File: config.mk
export PLATFORM = sky130hd
export DESIGN_NAME = sram_ctrl
export DESIGN_NICKNAME = d
export VERILOG_FILES = /design/src/rtl/sram_ctrl_pkg.sv /design/src/rtl/sram_wait_cnt.sv /design/src/rtl/sram_seq.sv /design/src/rtl/sram_datapath.sv /design/src/rtl/sram_ctrl.sv
export SDC_FILE = /design/constraint.sdc
export NUM_CORES = 1
export LEC_CHECK = 0
export ABC_AREA = 1
export BUFFER_PORTS_ARGS = -buffer_cell sky130_fd_sc_hd__buf_2
export CAP_MARGIN = 0
export CORE_UTILIZATION = 48
export CTS_BUF_LIST = sky130_fd_sc_hd__clkbuf_8
export DETAILED_ROUTE_END_ITERATION = 10
export PLACE_DENSITY = 0.89
export RECOVER_POWER = 25
export SLEW_MARGIN = 10
export SYNTH_ARGS = -nofsm -noshare
export SYNTH_HDL_FRONTEND = slang
export SYNTH_SLANG_ARGS = --single-unit
File: constraint.sdc
create_clock -name clk -period 1.91 [get_ports clk]
set_input_delay 0.2865 -clock clk [delete_from_list [all_inputs] [get_ports clk]]
set_output_delay 0.2865 -clock clk [all_outputs]
set_load 0.1 [all_outputs]
File: src/rtl/sram_ctrl_pkg.sv
package sram_ctrl_pkg;

  typedef enum logic [1:0] {
    PH_IDLE    = 2'd0,
    PH_SETUP   = 2'd1,
    PH_ACCESS  = 2'd2,
    PH_RECOVER = 2'd3
  } phase_t;

  function automatic int ceil_div(input int num, input int den);
    return (num + den - 1) / den;
  endfunction

  // Access wait in clock cycles: larger of the two margins, at least one.
  function automatic int access_wait(input int clk_ns, input int cyc_ns, input int oe_ns);
    int a;
    int b;
    int m;
    a = ceil_div(cyc_ns, clk_ns);
    b = ceil_div(oe_ns, clk_ns);
    m = (a > b) ? a : b;
    return (m < 1) ? 1 : m;
  endfunction

endpackage

File: src/rtl/sram_wait_cnt.sv
module sram_wait_cnt #(
  parameter int CNT_W = 3
) (
  input  logic             clk,
  input  logic             rst_n,
  input  logic             load,
  input  logic [CNT_W-1:0] load_val,
  input  logic             run,
  output logic             last
);

  logic [CNT_W-1:0] cnt_q;

  always_ff @(posedge clk) begin
    if (!rst_n) begin
      cnt_q <= '0;
    end else if (load) begin
      cnt_q <= load_val;
    end else if (run && cnt_q != '0) begin
      cnt_q <= cnt_q - 1'b1;
    end
  end

  assign last = (cnt_q == {{(CNT_W-1){1'b0}}, 1'b1});

  // A running access window must never find the counter already empty.
  AST_WAIT_NOT_EMPTY: assert property (@(posedge clk) disable iff (!rst_n)
    run |-> (cnt_q != '0));

endmodule

File: src/rtl/sram_seq.sv
module sram_seq
  import sram_ctrl_pkg::*;
#(
  parameter int WAIT  = 1,
  parameter int CNT_W = 3
) (
  input  logic             clk,
  input  logic             rst_n,
  input  logic             req_valid,
  input  logic             req_wr,
  input  logic             cnt_last,
  output logic             req_ready,
  output logic             accept,
  output logic             cnt_load,
  output logic [CNT_W-1:0] cnt_val,
  output logic             cnt_run,
  output logic             capture,
  output logic             ce_n,
  output logic             oe_n,
  output logic             we_n,
  output logic             done
);

  localparam logic [CNT_W-1:0] RD_LEN = CNT_W'(WAIT);
  localparam logic [CNT_W-1:0] WR_LEN = CNT_W'(WAIT + 1);

  phase_t ph_q, ph_d;
  logic   wr_q;
  logic   ce_n_q, oe_n_q, we_n_q, done_q;

  assign req_ready = (ph_q == PH_IDLE);
  assign accept    = req_ready && req_valid;
  assign cnt_load  = (ph_q == PH_SETUP);
  assign cnt_val   = wr_q ? WR_LEN : RD_LEN;
  assign cnt_run   = (ph_q == PH_ACCESS);
  assign capture   = (ph_q == PH_ACCESS) && cnt_last && !wr_q;

  always_comb begin
    ph_d = ph_q;
    unique case (ph_q)
      PH_IDLE:    if (req_valid) ph_d = PH_SETUP;
      PH_SETUP:   ph_d = PH_ACCESS;
      PH_ACCESS:  if (cnt_last) ph_d = PH_RECOVER;
      PH_RECOVER: ph_d = PH_IDLE;
      default:    ph_d = PH_IDLE;
    endcase
  end

  // Strobes are flops loaded from the next phase, so they cannot glitch.
  always_ff @(posedge clk) begin
    if (!rst_n) begin
      ph_q   <= PH_IDLE;
      wr_q   <= 1'b0;
      ce_n_q <= 1'b1;
      oe_n_q <= 1'b1;
      we_n_q <= 1'b1;
      done_q <= 1'b0;
    end else begin
      ph_q   <= ph_d;
      if (accept) wr_q <= req_wr;
      ce_n_q <= !((ph_d == PH_SETUP) || (ph_d == PH_ACCESS));
      oe_n_q <= !((ph_d == PH_ACCESS) && !wr_q);
      we_n_q <= !((ph_d == PH_ACCESS) && wr_q);
      done_q <= (ph_d == PH_RECOVER);
    end
  end

  assign ce_n = ce_n_q;
  assign oe_n = oe_n_q;
  assign we_n = we_n_q;
  assign done = done_q;

  AST_IDLE_STANDBY: assert property (@(posedge clk) disable iff (!rst_n)
    req_ready |-> (ce_n && oe_n && we_n));
  AST_NO_GATE_AND_STROBE: assert property (@(posedge clk) disable iff (!rst_n)
    !(!oe_n && !we_n));
  AST_DONE_SINGLE: assert property (@(posedge clk) disable iff (!rst_n)
    done |=> !done);
  AST_DONE_STROBES_HIGH: assert property (@(posedge clk) disable iff (!rst_n)
    done |-> (ce_n && oe_n && we_n));
  AST_BUSY_NOT_READY: assert property (@(posedge clk) disable iff (!rst_n)
    !ce_n |-> !req_ready);

endmodule

File: src/rtl/sram_datapath.sv
module sram_datapath #(
  parameter int ADDR_W = 17,
  parameter int DATA_W = 8
) (
  input  logic              clk,
  input  logic              rst_n,
  input  logic              accept,
  input  logic [ADDR_W-1:0] req_addr,
  input  logic [DATA_W-1:0] req_wdata,
  input  logic              capture,
  input  logic              ce_n,
  input  logic              oe_n,
  input  logic              we_n,
  input  logic [DATA_W-1:0] dq_i,
  output logic [ADDR_W-1:0] addr,
  output logic [DATA_W-1:0] dq_o,
  output logic              dq_oe,
  output logic [DATA_W-1:0] rdata
);

  logic [ADDR_W-1:0] addr_q;
  logic [DATA_W-1:0] wdata_q, rdata_q;
  logic              dq_oe_q;

  always_ff @(posedge clk) begin
    if (!rst_n) begin
      addr_q  <= '0;
      wdata_q <= '0;
      rdata_q <= '0;
      dq_oe_q <= 1'b0;
    end else begin
      if (accept) begin
        addr_q  <= req_addr;
        wdata_q <= req_wdata;
      end
      if (capture) rdata_q <= dq_i;
      // Drive enable trails the write strobe by one cycle on both edges.
      dq_oe_q <= !we_n;
    end
  end

  assign addr  = addr_q;
  assign dq_o  = wdata_q;
  assign dq_oe = dq_oe_q;
  assign rdata = rdata_q;

  AST_NO_DRIVE_ON_READ: assert property (@(posedge clk) disable iff (!rst_n)
    dq_oe |-> oe_n);
  AST_DRIVE_AT_STROBE_RISE: assert property (@(posedge clk) disable iff (!rst_n)
    $rose(we_n) |-> dq_oe);
  AST_ADDR_HELD: assert property (@(posedge clk) disable iff (!rst_n)
    (!ce_n && $past(!ce_n)) |-> ($stable(addr) && $stable(dq_o)));
  AST_CAPTURE_GATED: assert property (@(posedge clk) disable iff (!rst_n)
    capture |-> (!oe_n && !ce_n));

endmodule

File: src/rtl/sram_ctrl.sv
module sram_ctrl
  import sram_ctrl_pkg::*;
#(
  parameter int ADDR_W        = 17,
  parameter int DATA_W        = 8,
  parameter int CLK_PERIOD_NS = 10,
  parameter int T_CYCLE_NS    = 10,
  parameter int T_OE_NS       = 5
) (
  input  logic              clk,
  input  logic              rst_n,
  input  logic              req_valid,
  output logic              req_ready,
  input  logic              req_wr,
  input  logic [ADDR_W-1:0] req_addr,
  input  logic [DATA_W-1:0] req_wdata,
  output logic              rsp_done,
  output logic [DATA_W-1:0] rsp_rdata,
  output logic [ADDR_W-1:0] mem_addr,
  output logic              mem_ce_n,
  output logic              mem_oe_n,
  output logic              mem_we_n,
  output logic [DATA_W-1:0] mem_dq_o,
  output logic              mem_dq_oe,
  input  logic [DATA_W-1:0] mem_dq_i
);

  localparam int WAIT  = access_wait(CLK_PERIOD_NS, T_CYCLE_NS, T_OE_NS);
  localparam int CNT_W = $clog2(WAIT + 2);

  logic             accept, cnt_load, cnt_run, cnt_last, capture;
  logic [CNT_W-1:0] cnt_val;

  sram_seq #(.WAIT(WAIT), .CNT_W(CNT_W)) u_seq (
    .clk       (clk),
    .rst_n     (rst_n),
    .req_valid (req_valid),
    .req_wr    (req_wr),
    .cnt_last  (cnt_last),
    .req_ready (req_ready),
    .accept    (accept),
    .cnt_load  (cnt_load),
    .cnt_val   (cnt_val),
    .cnt_run   (cnt_run),
    .capture   (capture),
    .ce_n      (mem_ce_n),
    .oe_n      (mem_oe_n),
    .we_n      (mem_we_n),
    .done      (rsp_done)
  );

  sram_wait_cnt #(.CNT_W(CNT_W)) u_wait (
    .clk      (clk),
    .rst_n    (rst_n),
    .load     (cnt_load),
    .load_val (cnt_val),
    .run      (cnt_run),
    .last     (cnt_last)
  );

  sram_datapath #(.ADDR_W(ADDR_W), .DATA_W(DATA_W)) u_path (
    .clk       (clk),
    .rst_n     (rst_n),
    .accept    (accept),
    .req_addr  (req_addr),
    .req_wdata (req_wdata),
    .capture   (capture),
    .ce_n      (mem_ce_n),
    .oe_n      (mem_oe_n),
    .we_n      (mem_we_n),
    .dq_i      (mem_dq_i),
    .addr      (mem_addr),
    .dq_o      (mem_dq_o),
    .dq_oe     (mem_dq_oe),
    .rdata     (rsp_rdata)
  );

endmodule

---- Yosys cells after proc, flatten, opt, wreduce, memory -nomap -nowiden ----
Cells that the tools add are included.
storage, ports and cells
  logic and storage cells ................. 40
  output and inout bits ................... 39
  input bits .............................. 37
  bits in registers ....................... 43
operators by class
  add/subtract/negate cells ............... 1
  multiplexer cells ....................... 6
  reduce and logical (&&, ||, !) cells .... 15
  eq/ne operators ......................... 7
operators by type and width
  cell                                               number
  two-way mux 2 bit                                  5
  == test 2 bit (second input constant)              4
  case mux 2 bit (4 select lines)                    1
  == test 2 x 1 -> 1 bit (second input constant)     3
  logical AND 1 bit                                  6
  logical NOT 1 bit                                  5
  nonzero test 2 bit                                 2
  logical NOT 2 bit                                  1
  subtractor 2 x 1 -> 2 bit (second input constant)  1
  logical OR 1 bit                                   1

---- Depth between registers and ports, before layout ----
Gate-level depths: netlist of run 1.
  word-level depth ........................ 6
  gate-level depth with buffers ........... 10
  depth with buffers taken out ............ 9

---- Modules after synthesis ----
Synthesis of run 1 repeated with hierarchy kept, for this count alone.
second synthesis, totals
  cells, all modules ...................... 277
  area, all modules ....................... 1886.8 um^2
modules (own cells, without submodules)
  module         cells an instance  area each (um^2)  sequential area each (um^2)  instances
  sram_datapath  213                1420.1            680.7                        1
  sram_seq       39                 317.8             140.1                        1
  sram_wait_cnt  25                 148.9             40.0                         1

---- Least setup slack after synthesis of run 1 ----
OpenSTA, ideal clock, no wires.
  path kind ............................... register -> register
  start point ............................. reg u_seq.ph_q[0]
  end point ............................... reg u_path.addr_q[10] (netlist: u_path.addr[10])
  arrival ................................. 1.792 ns
  buffers on the path ..................... 1
  period minus slack after synthesis ...... 1.909 ns
  setup slack ............................. 0.001 ns
  library setup time ...................... 0.117 ns
  cell stages (with the launch flop) ...... 7
  cell sequence ........................... dfxtp_1 inv_1 ha_1 nand2_4 clkbuf_2 o21ai_0 nor2_1
between the ends
  longest elaborated chain between the ends .. 2
ends and longest elaborated chain
  element                   line                 text
  start: declaration        sram_seq.sv:27       phase_t ph_q, ph_d;
  start signal: assignment  sram_seq.sv:59       ph_q <= ph_d;
  logical NOT 2 bit         sram_seq.sv:31       assign req_ready = (ph_q == PH_IDLE);
  net req_ready             sram_ctrl.sv:13      output logic req_ready,
  logical AND 1 bit         sram_seq.sv:32       assign accept = req_ready && req_valid;
  end signal: assignment    sram_datapath.sv:33  addr_q <= req_addr;
  end: declaration          sram_datapath.sv:21  logic [ADDR_W-1:0] addr_q;
The timed path passes the listed nets, and every way through them passes these cells.
A chain may end at the register's enable or synchronous reset.

---- Final worst setup path of run 1 ----
  start point ............................. reg u_seq.ph_q[0]
  end point ............................... out req_ready
between the ends
  longest elaborated chain between the ends .. 1
ends and longest elaborated chain
  element            line
  logical NOT 2 bit  sram_seq.sv:31
  end: declaration   sram_ctrl.sv:13
No other way between the ends.

==> Implementation_results.wiki, run 1 <==
{| class="wikitable"
! Metric !! Value
|-
| Post-cts gate resize count || 0
|-
| Total half-perimeter wirelength after legalization and detailed placement || around 2500 um
|-
| Portion of synthesized cell area occupied by the leading cell type || 0.522
|-
| Required time reported for the critical path endpoint || about 1.6 ns
|-
| Largest family of logic cells by synthesized area || simple AND/OR/NAND/NOR gates
|-
| Number of buffers created by CTS || 5
|-
| Area of the multi-input gates || approximately 670 um2
|-
| Leading cell types by count after synthesis || sky130_fd_sc_hd__nor2_1, sky130_fd_sc_hd__dfxtp_1, sky130_fd_sc_hd__o21ai_0
|-
| Data arrival, critical path || around 1.4 ns
|-
| Final count of hold timing violations || 0
|-
| Final setup fails || 0
|-
| Number of nets in the layout || 320
|-
| Starting density of the core || 0.523
|-
| Post-synth ARST share || 0
|-
| Adder-Cell Fraction of Synth Area || 0.0607
|-
| Largest stage delay, worst path || 0.45 ns
|-
| DRC violations left || 0
|-
| Power density relative to cell area || 1990 mW/mm2
|-
| Synth Warn # || 0
|-
| Post-synth top flop || sky130_fd_sc_hd__dfxtp_1
|-
| Mux contribution to synthesized area || 0
|-
| Crit-path cells || inv_1 -> ha_1 -> buf_2
|-
| Maximum clock skew at final layout || 0.00448 ns
|-
| Cell with the most instances after synthesis || sky130_fd_sc_hd__nor2_1
|-
| Layout filler cell count || a little under 300
|-
| Share of synthesized cell area in and, or, nand and nor gates || 0.227
|-
| First-pass GRT wire length || approximately 5800 um
|-
| Count of pins on the block boundary || 76
|-
| Outcome || completed
|-
| Root buffer cell || sky130_fd_sc_hd__clkbuf_8
|-
| Drt wl/cell || 10.7 um
|-
| Post-layout util || 0.666
|-
| Cell with the biggest individual delay on the critical path || sky130_fd_sc_hd__buf_2
|-
| Yosys reg bits || 43
|-
| Number of buffers added for setup after CTS || 0
|-
| Final cycle utilization of the critical path || 0.898
|-
| Post-cts hold buffer count || 0
|-
| Post-synthesis cell type count || 20
|-
| Worst hold slack after final layout || between 0.2 and 0.25 ns
|-
| Worst setup path category || register to primary output
|-
| Minimum clock period || 1.71 ns
|-
| Post-placement worst setup slack || between 0.3 and 0.4 ns
|-
| Placement Rows || 20
|-
| Global placement routability congestion || 0.706
|-
| H-tree depth || 2
|-
| Clock sink total || 43
|-
| Port Buf Inserts || 75
|-
| Final worst setup slack || a little under 0.2 ns
|-
| Leakage dissipation || 1.04 nW
|-
| Crit path max-delay family || buffers and inverters
|-
| Number of synthesized flops with an enable pin || 0
|-
| Remaining antenna violation count after routing || 0
|-
| Reg clk slew, reported paths || around 0.08 ns
|-
| Endpoint kind of the worst setup timing path || primary output
|-
| Global-route usage over all layers || 0.214
|-
| Vias per Instance || ~4.8
|-
| Type of origin of the critical path || register
|-
| Routed Wire Length || between 3000 and 4000 um
|-
| Antenna diodes || 0
|-
| Max-cap violations || 0
|-
| Layout cells sized above 1 || 0.312
|-
| Synth area leader || sky130_fd_sc_hd__dfxtp_1
|-
| Clk_lat worst skew || slightly below 0.3 ns
|-
| CORE AREA || ~0.0032 mm2
|-
| Fraction of the mapped netlist area in compound gates || 0.118
|-
| CTS tree || done
|-
| Die Footprint || between 0.003 and 0.004 mm2
|-
| Setup repair after global routing missed its margin || false
|-
| Tightest Hold Check Type || primary input to register
|-
| Via total after detailed routing || between 1,500 and 2,000
|-
| Total congestion overflow || 0
|-
| Number of pins with negative max-slew slack in the final report || 0
|-
| Sequential share of the synthesized area || 0.522
|-
| Relative slew margins || 0.631
|-
| Maximum VDD drop || roughly 0.0012 V
|-
| Count of buffer and inverter cells on the critical path || 2
|-
| Iteration-0 DRC Markers || about 60
|-
| Die width || between 60 and 70 um
|-
| Avg Inst Size Synth || 8.13 um2
|-
| Clk buf depth || 2
|-
| Synth Area in XOR/XNOR || 0
|-
| Final total negative setup slack || 0 ns
|-
| Total iterations of the first detailed-routing run || 4
|-
| Vias in the first global route || roughly 1,400
|-
| Max Clock Freq || 583 MHz
|-
| Area growth from synthesis to layout || 27.2%
|-
| Antenna violations before repair || 0
|-
| Syn_nets || between 200 and 250
|-
| Area taken by flip-flops and latches || approximately 860 um2
|-
| Actual transition at the worst max-transition pin || between 0.5 and 0.6 ns
|-
| Height of the chip || between 60 and 70 um
|-
| Cells taking the most area after synthesis || sky130_fd_sc_hd__dfxtp_1, sky130_fd_sc_hd__nor2_1, sky130_fd_sc_hd__o21ai_0
|-
| Cells after Synth || a little over 200
|-
| CP Max Fanout || 4
|-
| Largest net degree at the start of global routing || 32
|-
| Summed instance area of the synthesized netlist || roughly 0.0017 mm2
|}
[layer usage]
| layer | up-vias | wire length, um | global-route usage |
|---|---|---|---|
| li1 | 794 | - | - |
| met2 | 61 | 1570 | 0.383 |
| met1 | 676 | 1540 | 0.239 |
| met3 | 2 | 300 | 0.0832 |
| met4 | 0 | 8 | 0.0487 |
| met5 | - | 0 | 0 |
[tightest hold or removal path: stages]
cell and delay [ns]:
sky130_fd_sc_hd__buf_2 0.07, sky130_fd_sc_hd__o21ai_0 0.07, sky130_fd_sc_hd__nor2_1 0.07
[state kept, by name, indices dropped and copies added, names as in the netlist, 2 cells and up]
register      count
u_path.addr      17
u_seq.ph_q        2
u_path.dq_o       8
u_wait.cnt_q      2
u_path.rdata      8
[final cells by class]
| cell class | count | share of cell area |
|---|---|---|
| clock buffer | 5 | 0.0328 |
| sequential | 43 | 0.410 |
| timing repair buffer | 76 | 0.182 |
| tap | 44 | 0.0262 |
| clock inverter | 3 | 0.00596 |
| multi-input combinational | 136 | 0.319 |
| inverter | 13 | 0.0244 |
[path summary, 6_finish.rpt]
check                            from  depth (start not counted)  slack (ns)                           to
max reg2reg  u_seq.ph_q[0]$_SDFF_PN0_                          8        0.36        u_seq.ce_n$_SDFF_PN1_
max          u_seq.ph_q[0]$_SDFF_PN0_                          3        0.20                    req_ready
min reg2reg   u_seq.wr_q$_SDFFE_PN0P_                          1        0.41        u_seq.we_n$_SDFF_PN1_
min                       req_addr[2]                          3        0.24  u_path.addr[2]$_SDFFE_PN0P_
[cell families after synthesis]
| kind of cell | after synthesis |
|---|---|
| buffers and inverters | 24 |
| DFF | 43 |
| AOI/OAI and AO/OA | 39 |
| adders and majority gates | 8 |
| and+or+nand+nor | 89 |
[stage by stage]
step                      cells  instance area [um2]  power, mW
after floorplan             203                 1650       3.36
after global placement      312                 2020       3.62
after detailed placement    312                 2020       3.68
after CTS                   320                 2100       4.20
after global routing        320                 2100       4.45
final                       320                 2100       4.17
[where the power goes]
part | total (mW) | internal, mW | switching, mW
combinational | 2.40 | 0.412 | 1.99
clock | 0.530 | 0.246 | 0.284
sequential | 1.24 | 1.12 | 0.113
[cell usage in the layout, fill, tap and decap left out]
master	instances
sky130_fd_sc_hd__buf_2	56
sky130_fd_sc_hd__nor2_1	55
sky130_fd_sc_hd__dfxtp_1	43
sky130_fd_sc_hd__o21ai_0	26
sky130_fd_sc_hd__nand2_1	20
sky130_fd_sc_hd__clkbuf_2	18
sky130_fd_sc_hd__inv_1	13
sky130_fd_sc_hd__a21oi_1	11
sky130_fd_sc_hd__nand4_1	8
sky130_fd_sc_hd__ha_1	8
sky130_fd_sc_hd__clkbuf_8	5
sky130_fd_sc_hd__nand3_1	3
sky130_fd_sc_hd__o21ai_1	2
sky130_fd_sc_hd__inv_2	1
sky130_fd_sc_hd__nand3_2	1
sky130_fd_sc_hd__nand2_4	1
sky130_fd_sc_hd__inv_4	1
sky130_fd_sc_hd__nand2_2	1
sky130_fd_sc_hd__clkinv_2	1
sky130_fd_sc_hd__clkbuf_1	1
sky130_fd_sc_hd__buf_4	1
No activity file was read; power rests on OpenSTA's default activity.
==> run 2: changes to the inputs <==
- CORE_MARGIN: default -> 2
- CORE_UTILIZATION: 48 -> 50
- SYNTH_HIERARCHICAL: default -> 1
==> Implementation_results.wiki, run 2 <==
{| class="wikitable"
! Metric !! Value
|-
| Number of cells on the worst reg-to-reg path || 8
|-
| Iteration-0 DRC Markers || 121
|-
| Drt wl/cell || 9.07 um
|-
| Number of nets in the layout || between 300 and 400
|-
| Worst hold start || req_wr
|-
| Placement Cell Area || between 0.002 and 0.0025 mm2
|-
| # placed instances || between 300 and 400
|-
| Data arrival, critical path || 1.32 ns
|-
| Most used cells in the layout excluding fill and tap cells || sky130_fd_sc_hd__nand2_1, sky130_fd_sc_hd__nor2_1, sky130_fd_sc_hd__buf_2
|-
| Worst min-delay path endpoint || u_seq/wr_q$_SDFFE_PN0P_
|-
| CTS tree || done
|-
| Reg clk slew, reported paths || around 0.070 ns
|-
| Cells taking the most area after synthesis || sky130_fd_sc_hd__dfxtp_1, sky130_fd_sc_hd__nand2_1, sky130_fd_sc_hd__nor2_1
|-
| Number of buffers created by CTS || 5
|-
| Final worst setup slack || between 0.3 and 0.4 ns
|-
| Number of pins with negative max-slew slack in the final report || 0
|-
| Global-route usage over all layers || 0.178
|-
| Placement Rows || 22
|-
| Max FFs per register || 17
|-
| Number of synthesized flops with an enable pin || 0
|-
| Post-placement worst setup slack || between 0.3 and 0.4 ns
|-
| Port Buf Inserts || 75
|-
| Layout filler cell count || 347
|-
| Endpoint kind of the worst setup timing path || primary output
|-
| Final setup fails || 0
|-
| Antenna violations before repair || 0
|-
| Layout cells sized above 1 || 0.251
|-
| Final count of hold timing violations || 0
|-
| Clk_lat worst skew || about 0.28 ns
|-
| Worst Hold Depth || 3
|-
| Antenna diodes || 0
|-
| Summed instance area of the synthesized netlist || approximately 0.0019 mm2
|-
| Total congestion overflow || 0
|-
| Die Footprint || approximately 0.0043 mm2
|-
| CP Max Fanout || 4
|-
| H-tree depth || 2
|-
| Critical register-to-register path startpoint || u_seq/ph_q[0]$_SDFF_PN0_
|-
| Setup repair after global routing missed its margin || false
|-
| Remaining antenna violation count after routing || 0
|-
| Register-to-register path setup slack || just under 0.4 ns
|-
| Tightest Hold Check Type || primary input to register
|-
| Largest net degree at the start of global routing || between 50 and 60
|-
| Portion of synthesized cell area occupied by the leading cell type || 0.456
|-
| Worst hold slack after final layout || around 0.26 ns
|-
| Sequential share of the synthesized area || 0.456
|-
| First-pass GRT wire length || around 5900 um
|-
| Routed Wire Length || roughly 3600 um
|-
| Cells after Synth || approximately 280
|-
| Vias in the first global route || around 1,500
|-
| Avg Inst Size Synth || 6.81 um2
|-
| Syn_nets || 321
|-
| Total power consumption of the routed design || roughly 2.8 mW
|-
| Leakage dissipation || about 1.4 nW
|-
| FF-to-FF End || u_path/addr[2]$_SDFFE_PN0P_
|-
| Max Clock Freq || roughly 620 MHz
|-
| Final cycle utilization of the critical path || 0.839
|-
| Die width || 65.4 um
|-
| Post-synthesis cell type count || 15
|-
| Largest stage delay, worst path || 0.43 ns
|-
| Clk buf depth || 2
|-
| Non-filler instance count after layout || 398
|-
| Cell with the most instances after synthesis || sky130_fd_sc_hd__nand2_1
|-
| Outcome || completed
|-
| Post-cts hold buffer count || 0
|-
| Number of buffers added for setup after CTS || 0
|-
| Final total negative setup slack || 0 ns
|-
| Summed area of non-filler cells in the final layout || about 0.0023 mm2
|-
| Clock sink total || between 40 and 50
|-
| Post-cts gate resize count || 0
|-
| Crit-path cells || inv_2 -> ha_2 -> buf_2
|-
| Cell with the biggest individual delay on the critical path || sky130_fd_sc_hd__buf_2
|-
| Synth Warn # || 6
|-
| Synth area leader || sky130_fd_sc_hd__dfxtp_1
|-
| Yosys reg bits || 43
|-
| Post-layout util || 0.635
|-
| Relative slew margins || 0.220
|-
| Root buffer cell || sky130_fd_sc_hd__clkbuf_8
|-
| Via total after detailed routing || 1,693
|-
| Total half-perimeter wirelength after legalization and detailed placement || 2640 um
|-
| Total iterations of the first detailed-routing run || 5
|-
| Power density relative to cell area || ~1200 mW/mm2
|-
| Max-cap violations || 0
|-
| Starting density of the core || 0.519
|-
| Count of pins on the block boundary || between 70 and 80
|-
| Type of origin of the critical path || register
|-
| Minimum clock period || ~1.6 ns
|-
| Maximum VDD drop || between 0.0008 and 0.0009 V
|-
| Maximum clock skew at final layout || 0.00270 ns
|-
| Required time reported for the critical path endpoint || around 1.6 ns
|-
| Area growth from synthesis to layout || 22.3%
|-
| CORE AREA || between 0.003 and 0.004 mm2
|-
| Leading cell type in the layout, fill and taps excluded || sky130_fd_sc_hd__nand2_1
|-
| Post-synth ARST share || 0
|-
| Post-synth top flop || sky130_fd_sc_hd__dfxtp_1
|-
| Worst setup path category || register to primary output
|-
| Global placement routability congestion || 0.829
|-
| Leading cell types by count after synthesis || sky130_fd_sc_hd__nand2_1, sky130_fd_sc_hd__nor2_1, sky130_fd_sc_hd__inv_1
|-
| Vias per Instance || 4.25
|-
| Actual transition at the worst max-transition pin || 1.17 ns
|-
| Height of the chip || approximately 65 um
|-
| DRC violations left || 0
|}
[run 2: report_power, final]
group          total, mW  internal (mW)  switching (mW)
Sequential          1.07           1.01          0.0565
Combinational       1.22          0.231           0.989
Clock              0.517          0.246           0.272
Total               2.80           1.49            1.32
[run 2: worst max path at each step]
stage                             startpoint                          end  depth (start not counted)  slack (ns)
floorplan           u_seq/ph_q[0]$_SDFF_PN0_        u_seq/ce_n$_SDFF_PN1_                          7        0.09
global placement    u_seq/ph_q[0]$_SDFF_PN0_        u_seq/ce_n$_SDFF_PN1_                          8        0.44
CTS                 u_seq/ph_q[0]$_SDFF_PN0_                    req_ready                          3        0.30
detailed placement  u_seq/ph_q[0]$_SDFF_PN0_        u_seq/ce_n$_SDFF_PN1_                          8        0.39
global route        u_seq/ph_q[0]$_SDFF_PN0_  u_path/addr[2]$_SDFFE_PN0P_                          8        0.13
finish              u_seq/ph_q[0]$_SDFF_PN0_                    req_ready                          3        0.31
[run 2: cell type report]
class	instances	area, um2	area share
Timing Repair Buffer	78	397	0.172
Sequential cell	43	861	0.373
Multi-Input combinational cell	171	721	0.312
Clock buffer	5	68.8	0.0298
Tap cell	48	60.1	0.0260
Inverter	50	188	0.0813
Clock inverter	3	12.5	0.00542
[run 2: routing by layer]
metal,part of all wire,global-route usage,up-vias,wire length (um)
met4,0.0069,0.0469,0,25
li1,-,-,929,-
met1,0.46,0.190,695,1650
met3,0.070,0.0479,4,253
met2,0.46,0.339,65,1680
met5,0,0,-,0
[run 2: kinds of logic (layout without fill, tap and decap cells)]
| logic type | count (synthesis) | after routing | share of synthesized area |
|---|---|---|---|
| adder cells (fa/ha/maj) | 7 | 7 | 0.0464 |
| AND/OR/NAND/NOR | 160 | 160 | 0.324 |
| buffers and inverters | 63 | 136 | 0.163 |
| AO/OA/AOI/OAI | 4 | 4 | 0.0106 |
| flip-flops | 43 | 43 | 0.456 |
[run 2: worst max-delay path, delay by kind of cell (launching register included)]
| kind | cells | cell delay [ns] |
|---|---|---|
| buffers and inverters | 2 | 0.50 |
| adders and majority gates | 1 | 0.20 |
| DFF | 1 | 0.34 |
==> run 3: changes to the inputs <==
- ABC_AREA: 1 -> 0
- CORE_UTILIZATION: 50 -> 49
- clock period: 1.91 -> 1.6 ns (I/O delays scaled with it)
==> Implementation_results.wiki, run 3 <==
{| class="wikitable"
! Metric !! Value
|-
| Summed instance area of the synthesized netlist || 0.00175 mm2
|-
| Starting density of the core || 0.517
|-
| Critical register-to-register path startpoint || u_seq/ph_q[1]$_SDFF_PN0_
|-
| Endpoint kind of the worst setup timing path || register
|-
| Layout filler cell count || approximately 270
|-
| Port Buf Inserts || 75
|-
| Clk buf depth || 2
|-
| DRC violations left || 0
|-
| Die width || about 64 um
|-
| H-tree depth || 2
|-
| Sequential share of the synthesized area || 0.491
|-
| Seq pwr share || 0.303
|-
| Cells after Synth || between 150 and 200
|-
| Count of pins on the block boundary || 76
|-
| Syn_nets || about 200
|-
| Largest net degree at the start of global routing || 26
|-
| Outcome || completed
|-
| Drt wl/cell || approximately 11 um
|-
| Number of buffers created by CTS || 5
|-
| Psw || approximately 2.3 mW
|-
| Type of origin of the critical path || register
|-
| Leading cell types by count after synthesis || sky130_fd_sc_hd__dfxtp_1, sky130_fd_sc_hd__mux2i_1, sky130_fd_sc_hd__nor2b_1
|-
| Global placement routability congestion || between 0.7 and 0.8
|-
| End point of the critical path || u_seq/ce_n$_SDFF_PN1_
|-
| Register-to-register path setup slack || 0.09 ns
|-
| Most used cells in the layout excluding fill and tap cells || sky130_fd_sc_hd__buf_2, sky130_fd_sc_hd__dfxtp_1, sky130_fd_sc_hd__nor2b_1
|-
| Power density relative to cell area || between 2000 and 2500 mW/mm2
|-
| Synth area leader || sky130_fd_sc_hd__dfxtp_1
|-
| FF-to-FF End || u_seq/ce_n$_SDFF_PN1_
|-
| Max-cap violations || 0
|-
| Height of the chip || ~64 um
|-
| First-pass GRT wire length || 5090 um
|-
| CP Max Fanout || 7
|-
| Portion of synthesized cell area occupied by the leading cell type || 0.491
|-
| Leading cell type in the layout, fill and taps excluded || sky130_fd_sc_hd__buf_2
|-
| Placement Cell Area || 0.00216 mm2
|-
| Relative slew margins || 0.526
|-
| Antenna diodes || 0
|-
| Cell with the most instances after synthesis || sky130_fd_sc_hd__dfxtp_1
|-
| Total half-perimeter wirelength after legalization and detailed placement || around 2300 um
|-
| Data arrival, critical path || between 1.5 and 2 ns
|-
| Post-synthesis cell type count || 27
|-
| Reg clk slew, reported paths || approximately 0.070 ns
|-
| Summed area of non-filler cells in the final layout || about 0.0022 mm2
|-
| Minimum clock period || between 1.5 and 2 ns
|-
| CTS tree || done
|-
| CORE AREA || approximately 0.0034 mm2
|-
| Actual transition at the worst max-transition pin || 0.711 ns
|-
| Cells taking the most area after synthesis || sky130_fd_sc_hd__dfxtp_1, sky130_fd_sc_hd__mux2i_1, sky130_fd_sc_hd__nor2b_1
|-
| Internal power summed over all cells || 2.28 mW
|-
| Final setup fails || 0
|-
| Die Footprint || between 0.004 and 0.005 mm2
|-
| Remaining antenna violation count after routing || 0
|-
| Post-synth top flop || sky130_fd_sc_hd__dfxtp_1
|-
| Post-layout util || 0.661
|-
| Max Clock Freq || approximately 660 MHz
|-
| Routed Wire Length || approximately 3100 um
|-
| Tightest Hold Check Type || primary input to register
|-
| Vias in the first global route || ~1,200
|-
| Final count of hold timing violations || 0
|-
| Avg Inst Size Synth || approximately 11 um2
|-
| Clock sink total || 43
|-
| Post-synth ARST share || 0
|-
| Number of nets in the layout || ~280
|-
| Fraction of power spent switching nets || 0.497
|-
| Layout cells sized above 1 || 0.388
|-
| Final worst setup slack || between 0.08 and 0.09 ns
|-
| Leakage dissipation || between 1 and 1.5 nW
|-
| Required time reported for the critical path endpoint || around 1.8 ns
|-
| Number of pins with negative max-slew slack in the final report || 0
|-
| Maximum clock skew at final layout || between 0.003 and 0.004 ns
|-
| Final total negative setup slack || 0 ns
|-
| Number of synthesized flops with an enable pin || 0
|-
| Setup repair after global routing missed its margin || false
|-
| Max FFs per register || 17
|-
| Yosys reg bits || 43
|-
| Total iterations of the first detailed-routing run || 4
|-
| Area taken by flip-flops and latches || 862 um2
|-
| Via total after detailed routing || between 1,000 and 1,500
|-
| Worst setup path category || register to register
|-
| Vias per Instance || 4.56
|-
| Placement Rows || 21
|-
| Antenna violations before repair || 0
|-
| Iteration-0 DRC Markers || 40
|-
| Synth Warn # || 6
|-
| Area growth from synthesis to layout || 27.9%
|-
| Final cycle utilization of the critical path || 0.946
|-
| Clk network pwr share || 0.146
|-
| Combinational power share || 0.552
|-
| Root buffer cell || sky130_fd_sc_hd__clkbuf_8
|-
| Area of the multi-input gates || between 700 and 800 um2
|-
| Global-route usage over all layers || 0.159
|-
| Total congestion overflow || 0
|-
| Source of the critical timing path || u_seq/ph_q[1]$_SDFF_PN0_
|-
| Post-placement worst setup slack || approximately 0.14 ns
|-
| Maximum VDD drop || around 0.0013 V
|-
| Post-cts hold buffer count || 0
|-
| Number of cells on the worst reg-to-reg path || 6
|-
| Clk_lat worst skew || 0.28 ns
|}
run 3: worst min-delay path by stage:
| stage | from | endpoint | slack (ns) | cells past startpoint |
|---|---|---|---|---|
| after floorplan | rst_n | u_seq/ce_n$_SDFF_PN1_ | 0.31 | 1 |
| after global placement | u_seq/we_n$_SDFF_PN1_ | u_path/dq_oe$_SDFF_PN0_ | 0.40 | 1 |
| after detailed placement | u_seq/we_n$_SDFF_PN1_ | u_path/dq_oe$_SDFF_PN0_ | 0.41 | 1 |
| after CTS | mem_dq_i[1] | u_path/rdata[1]$_SDFFE_PN0P_ | 0.21 | 3 |
| after global routing | mem_dq_i[6] | u_path/rdata[6]$_SDFFE_PN0P_ | 0.22 | 3 |
| final | req_wdata[5] | u_path/dq_o[5]$_SDFFE_PN0P_ | 0.22 | 3 |
run 3: layer usage:
metal / up-vias / global-route usage / routed length (um)
li1: 661 / - / -
met1: 557 / 0.188 / 1410
met2: 46 / 0.273 / 1490
met3: 4 / 0.0493 / 210
met4: 0 / 0.0489 / 19
met5: - / 0 / 0
run 3: final cells by class:
| type | count | share of cell area |
|---|---|---|
| Tap cell | 46 | 0.0257 |
| Clock inverter | 1 | 0.00223 |
| Multi-Input combinational cell | 98 | 0.357 |
| Timing Repair Buffer | 78 | 0.184 |
| Clock buffer | 6 | 0.0369 |
| Sequential cell | 43 | 0.385 |
| Inverter | 6 | 0.0101 |
run 3: repair_timing:
item                       CTS  global route
setup buffers                0             0
hold endpoints to repair     0             0
setup endpoints to repair    0             1
resized for setup            0             1
run 3: cells by family (layout without fill, tap and decap cells):
group                    count (synthesis)  in the layout  synth area share
AO/OA/AOI/OAI                           10             10            0.0357
XOR/XNOR                                 1              1           0.00500
adder cells (fa/ha/maj)                  7              7            0.0500
buffers and inverters                   14             91            0.0571
flip-flops                              43             43             0.491
multiplexers                            34             34             0.194
AND/OR/NAND/NOR                         46             46             0.166
run 3: power groups by stage:
stage | clock, mW | combinational, mW | sequential, mW
6_report | 0.661 | 2.51 | 1.37
5_1_grt | 0.734 | 2.65 | 1.40
4_1_cts | 0.691 | 2.53 | 1.38
3_5_place_dp | 0 | 2.53 | 1.40
3_3_place_gp | 0 | 2.48 | 1.39
2_1_floorplan | 0 | 1.11 | 2.53
run 3: through the flow:
step	hold slack, ns	power, mW	instances
2_1_floorplan	0.313	3.64	155
5_1_grt	0.218	4.78	278
3_5_place_dp	0.414	3.93	271
4_1_cts	0.210	4.60	278
3_3_place_gp	0.403	3.88	271
6_report	0.217	4.54	278
run 3: worst max-delay path, cell delays in order (launching register included):
cell and delay [ns]:
sky130_fd_sc_hd__dfxtp_1 0.31, sky130_fd_sc_hd__inv_1 0.11, sky130_fd_sc_hd__ha_4 0.19, sky130_fd_sc_hd__mux2i_2 0.27
sky130_fd_sc_hd__a21o_1 0.15, sky130_fd_sc_hd__ha_1 0.21, sky130_fd_sc_hd__nand2b_1 0.13
